==> config.mk <==
export PLATFORM = sky130hd
export DESIGN_NAME = systolic_run_seq
export DESIGN_NICKNAME = d
export VERILOG_FILES = /design/src/rtl/systolic_run_pkg.sv /design/src/rtl/systolic_run_ctrl.sv /design/src/rtl/systolic_run_dpath.sv /design/src/rtl/systolic_run_seq.sv
export SDC_FILE = /design/constraint.sdc
export NUM_CORES = 1
export LEC_CHECK = 0
export CAP_MARGIN = 40
export CORE_MARGIN = 1.5
export CORE_UTILIZATION = 33
export DETAILED_ROUTE_END_ITERATION = 6
export PLACE_DENSITY = 0.8
export SLEW_MARGIN = 10
export SYNTH_ARGS = -nofsm -noshare
export SYNTH_HDL_FRONTEND = slang
export SYNTH_SLANG_ARGS = --single-unit
==> constraint.sdc <==
create_clock -name clk -period 2.4 [get_ports clk]
set_input_delay 0.36 -clock clk [delete_from_list [all_inputs] [get_ports clk]]
set_output_delay 0.36 -clock clk [all_outputs]
set_load 0.1 [all_outputs]
==> src/rtl/systolic_run_pkg.sv <==
package systolic_run_pkg;

  // Phase of one multiply pass
  typedef enum logic [2:0] {
    PH_IDLE  = 3'd0,
    PH_CLEAR = 3'd1,
    PH_FEED  = 3'd2,
    PH_DRAIN = 3'd3,
    PH_READ  = 3'd4
  } runPhase_t;

  // Strobes handed from the control path to the datapath
  typedef struct packed {
    logic clear;
    logic feed;
    logic drain;
    logic read;
  } runStrobe_t;

endpackage

==> src/rtl/systolic_run_ctrl.sv <==
module systolic_run_ctrl
  import systolic_run_pkg::*;
#(
  parameter int STEPS     = 2,
  parameter int DRAIN_CYC = 2,
  parameter int NRES      = 4,
  parameter int CNT_W     = 3
) (
  input  logic             clk,
  input  logic             rstN,
  input  logic             start,
  output runStrobe_t       strobe,
  output logic [CNT_W-1:0] phaseCnt
);

  localparam logic [CNT_W-1:0] FEED_LAST  = CNT_W'(STEPS - 1);
  localparam logic [CNT_W-1:0] DRAIN_LAST = CNT_W'(DRAIN_CYC - 1);
  localparam logic [CNT_W-1:0] READ_LAST  = CNT_W'(NRES - 1);

  runPhase_t        phase, phaseNext;
  logic [CNT_W-1:0] cnt, cntNext;

  always_comb begin
    phaseNext = phase;
    cntNext   = cnt;
    unique case (phase)
      PH_IDLE: begin
        if (start) phaseNext = PH_CLEAR;
        cntNext = '0;
      end
      PH_CLEAR: begin
        phaseNext = PH_FEED;
        cntNext   = '0;
      end
      PH_FEED: begin
        if (cnt == FEED_LAST) begin
          phaseNext = PH_DRAIN;
          cntNext   = '0;
        end else begin
          cntNext = cnt + 1'b1;
        end
      end
      PH_DRAIN: begin
        if (cnt == DRAIN_LAST) begin
          phaseNext = PH_READ;
          cntNext   = '0;
        end else begin
          cntNext = cnt + 1'b1;
        end
      end
      PH_READ: begin
        if (cnt == READ_LAST) begin
          phaseNext = PH_IDLE;
          cntNext   = '0;
        end else begin
          cntNext = cnt + 1'b1;
        end
      end
      default: begin
        phaseNext = PH_IDLE;
        cntNext   = '0;
      end
    endcase
  end

  always_ff @(posedge clk) begin
    if (!rstN) begin
      phase <= PH_IDLE;
      cnt   <= '0;
    end else begin
      phase <= phaseNext;
      cnt   <= cntNext;
    end
  end

  always_comb begin
    strobe       = '0;
    strobe.clear = (phase == PH_CLEAR);
    strobe.feed  = (phase == PH_FEED);
    strobe.drain = (phase == PH_DRAIN);
    strobe.read  = (phase == PH_READ);
  end

  assign phaseCnt = cnt;

endmodule

==> src/rtl/systolic_run_dpath.sv <==
module systolic_run_dpath
  import systolic_run_pkg::*;
#(
  parameter int ACC_W  = 8,
  parameter int NRES   = 4,
  parameter int CNT_W  = 3,
  parameter int STEP_W = 2
) (
  input  runStrobe_t          strobe,
  input  logic [CNT_W-1:0]    phaseCnt,
  input  logic [NRES*ACC_W-1:0] accFlat,
  output logic                arrClear,
  output logic                arrEn,
  output logic [STEP_W-1:0]   feedSel,
  output logic                validOut,
  output logic [ACC_W-1:0]    dataOut
);

  logic [ACC_W-1:0] accSlot [NRES];

  for (genvar i = 0; i < NRES; i++) begin : g_slot
    assign accSlot[i] = accFlat[i*ACC_W +: ACC_W];
  end

  assign arrClear = strobe.clear;
  assign arrEn    = strobe.feed | strobe.drain;
  assign validOut = strobe.read;

  // Step code: operand step k is k+1 while feeding, zero padding otherwise
  always_comb begin
    if (strobe.feed) feedSel = STEP_W'(phaseCnt) + 1'b1;
    else             feedSel = '0;
  end

  // Result selection, forced to zero outside the readout window
  always_comb begin
    dataOut = '0;
    for (int i = 0; i < NRES; i++) begin
      if (strobe.read && (phaseCnt == CNT_W'(i))) dataOut = accSlot[i];
    end
  end

endmodule

==> src/rtl/systolic_run_seq.sv <==
module systolic_run_seq
  import systolic_run_pkg::*;
#(
  parameter int ROWS      = 2,
  parameter int COLS      = 2,
  parameter int ACC_W     = 8,
  parameter int STEPS     = 2,
  parameter int DRAIN_CYC = 2
) (
  input  logic                        clk,
  input  logic                        rstN,
  input  logic                        start,
  input  logic [ROWS*COLS*ACC_W-1:0]  accFlat,
  output logic                        arrClear,
  output logic                        arrEn,
  output logic [$clog2(STEPS+1)-1:0]  feedSel,
  output logic                        validOut,
  output logic [ACC_W-1:0]            dataOut
);

  localparam int NRES    = ROWS * COLS;
  localparam int MAX_CNT = (NRES > STEPS) ? ((NRES > DRAIN_CYC) ? NRES : DRAIN_CYC)
                                          : ((STEPS > DRAIN_CYC) ? STEPS : DRAIN_CYC);
  localparam int CNT_W   = $clog2(MAX_CNT + 1);
  localparam int STEP_W  = $clog2(STEPS + 1);

  runStrobe_t       strobe;
  logic [CNT_W-1:0] phaseCnt;

  systolic_run_ctrl #(
    .STEPS(STEPS), .DRAIN_CYC(DRAIN_CYC), .NRES(NRES), .CNT_W(CNT_W)
  ) u_ctrl (
    .clk(clk), .rstN(rstN), .start(start),
    .strobe(strobe), .phaseCnt(phaseCnt)
  );

  systolic_run_dpath #(
    .ACC_W(ACC_W), .NRES(NRES), .CNT_W(CNT_W), .STEP_W(STEP_W)
  ) u_dpath (
    .strobe(strobe), .phaseCnt(phaseCnt), .accFlat(accFlat),
    .arrClear(arrClear), .arrEn(arrEn), .feedSel(feedSel),
    .validOut(validOut), .dataOut(dataOut)
  );

endmodule

==> summary.txt <==
Global route
  • First-pass GRT wire length: 3.59 mm
  • Gr usage total: 0.229
  • Vias in the first global route: 847
  • Congestion Overflow GR: 0
  • Antenna violations before repair: 0
  • Pin count of the biggest net entering global routing: 10

Detailed routing
  • Final WL: 2.63 mm
  • Routed WL per cell: roughly 17 µm
  • Met1 WL: between 1 and 1.5 mm
  • DR WL met3: between 200 and 250 µm
  • DRC marker count from the first detailed-route iteration: 15
  • DR WL met2: 1.39 mm
  • Drt pass-1 iters: 4
  • # DRC: 0
  • Max Used Layer: met4
  • Via/cell ratio: 5.48
  • Post-route ant nets: 0
  • Via count: 839

Setup path
  • Slowest cell delay on critical path: 420 ps
  • Delay-heaviest family, CP: adder cells
  • Crit-path slowest cell: a221oi_1
  • Critical R2R Capture: u_ctrl.phaseCnt[1]$_SDFF_PN0_
  • Worst Path Required: 2040 ps
  • Reg2reg path depth: 6
  • Data arrival time of the worst path: 1980 ps
  • Critical path class: flop to output port
  • FF-to-FF setup slack: approximately 850 ps
  • Capturing element type of the critical path: output port
  • Worst r2r src: u_ctrl.phaseCnt[0]$_SDFF_PN0_
  • Critical Path Start Type: flop
  • Worst Path Buf+Inv: 1
  • CP Cell Sequence: ha_1 -> ha_4 -> or2_4 -> a221oi_1 -> nor3_4 -> buf_12
  • CP startpoint: u_ctrl.phaseCnt[0]$_SDFF_PN0_
  • Crit-path max FO: 8

Synthesis
  • Ys Warns: 0
  • Number of synthesized flops with an enable pin: 0
  • Sequential fraction of the synthesis area: 0.191
  • Area contributors post-synth: dfxtp_1 19%, ha_1 12%, a221oi_1 9.8%
  • Post-Syn Area per Cell: 7.95 µm²
  • Post-synth top area cell: dfxtp_1
  • Primary FF master, synth: dfxtp_1
  • Netlist cell types: 30
  • Syn nets: 120
  • Flops & latches, synth: 6
  • Synth Cell Area: 628 µm²
  • Post-synth ARST share: 0
  • Top-area cell type share of the netlist area: 0.191
  • Gate Count Post-Synth: between 70 and 80

Final layout
  • Number of nets in the layout: 171
  • Area delta synth->final: 131%
  • Fillers: 116
  • Finished Layout Cells: approximately 150
  • Most frequent cells in the layout: 34 x clkdlybuf4s50_1, 10 x buf_12, 7 x nor3_4
  • Most common cell after layout, fill and taps aside: clkdlybuf4s50_1
  • # diodes: 0
  • Share of layout cells above drive strength 1: 0.383
  • Area taken by multi-input logic gates: 662 µm²
  • Register Area: 121 µm²

Clock tree
  • Reg clk slew, reported paths: 50 ps
  • CTS buffer count: 3
  • Clk sink count: 6
  • Longest Clk Path Bufs: 2
  • Later-pin clock latency in the skew report: 240 ps
  • CTS root buffer: clkbuf_4
  • Postcts setup bufs: 0
  • CTS tree: built
  • Hold_buf cts: 0
  • H-Tree Depth: 1

Floorplan
  • Core footprint: roughly 1800 µm²
  • Full die area: 2170 µm²
  • Ports: 48
  • Cell Rows: 15
  • Initial Util: 0.356
  • Die H: 46.6 µm
  • Die W: about 47 µm

Hold path
  • Hold EP: u_ctrl.phase[1]$_SDFFE_PN0P_
  • Hold Path Stages: 1
  • Hold Crit Class: flop to flop
  • Worst hold start: u_ctrl.phase[2]$_SDFFE_PN0P_

Placed design
  • Post-DP HPWL: 1.89 mm
  • PortBufs: 47
  • GP Congestion: roughly 0.75
  • Worst slack, placed: 184 ps
  • Placed Instances: 150

Timing
  • Worst slew margin: 0.678
  • RSZ-0062 raised after global routing: yes
  • Max Clock Freq: 427 MHz
  • Final slew viol count: 0
  • Tcrit/Tclk final: 0.976
  • Endpoints failing setup: 0
  • Final WS setup: 56.5 ps
  • Worst Skew: 2.06 ps
  • Final hold violation count: 0
  • Fin crit period: approximately 2300 ps
  • Worst slew pin tran: 483 ps
  • WHS: 525 ps

Flow run
  • Max-Cap Viols: 0

Power and ir drop
  • Sw Share: 0.386
  • Clock power frac: 0.231
  • Comb pwr share: 0.480
  • Max rail drop VDD: 278 µV
  • Pint: 0.251 mW
  • Pwr Density: 281 nW/µm²
  • PnR Total Power: approximately 0.41 mW
  • LEAKAGE: 0.485 nW
  • Reg power frac: 0.289
  • NetSw: 0.158 mW

Run status
  • Status: complete, no violations
Yosys cell counts, types with 3 or more instances:
cell type  number
nand2_1         6
o22ai_1         8
inv_1           7
nor3b_1         3
a221oi_1        7
nor3_1          8
ha_1            6
dfxtp_1         6
cell families (layout without fill, tap and decap cells):
family / after synthesis / count (layout) / synth area share
DFF: 6 / 6 / 0.191
adders and majority gates: 6 / 6 / 0.120
buffers and inverters: 11 / 60 / 0.0817
and+or+nand+nor: 32 / 32 / 0.307
muxes: 1 / 1 / 0.0159
AOI/OAI and AO/OA: 23 / 23 / 0.285
sequential cells by signal, indices dropped and copies added (netlist names):
signal,cells
u_ctrl.phase,3
u_ctrl.phaseCnt,3
routing by layer:
layer,vias up,GRT usage
met1,391,0.241
met4,0,0.0500
met2,45,0.458
li1,401,-
met5,-,0
met3,2,0.0431
area by class of cell:
type	count	share of cell area
multi-input combinational	62	0.456
timing repair buffer	50	0.403
sequential	6	0.0835
tap	25	0.0215
inverter	7	0.0207
clock buffer	3	0.0155
power by group through the flow:
| stage | clock network, mW | logic (mW) | registers [mW] |
|---|---|---|---|
| after detailed placement | 0 | 0.185 | 0.119 |
| after CTS | 0.0984 | 0.186 | 0.117 |
| final | 0.0944 | 0.196 | 0.118 |
| after floorplan | 0 | 0.114 | 0.113 |
| after global routing | 0.103 | 0.207 | 0.118 |
| after global placement | 0 | 0.181 | 0.119 |
through the flow:
stage          TNS [ps]  instance area (µm²)   util
2_1_floorplan     -5070                  737      -
3_3_place_gp          0                 1330  0.753
3_5_place_dp          0                 1330  0.753
4_1_cts           -26.6                 1370  0.774
5_1_grt            -109                 1450  0.823
6_report              0                 1450  0.823
worst max-delay path by stage:
stage / depth (start not counted) / slack (ps) / to
after floorplan: 4 / -830 / dataOut[6]
after global placement: 6 / 260 / dataOut[6]
after detailed placement: 6 / 180 / dataOut[6]
after CTS: 6 / -20 / dataOut[0]
after global routing: 6 / -50 / dataOut[7]
final: 6 / 60 / dataOut[4]
repair_timing:
item	4_1_cts	5_1_grt
pin swaps	0	3
resized for setup	4	15
setup endpoints to repair	8	8
Power figures use the tool's default switching activity.
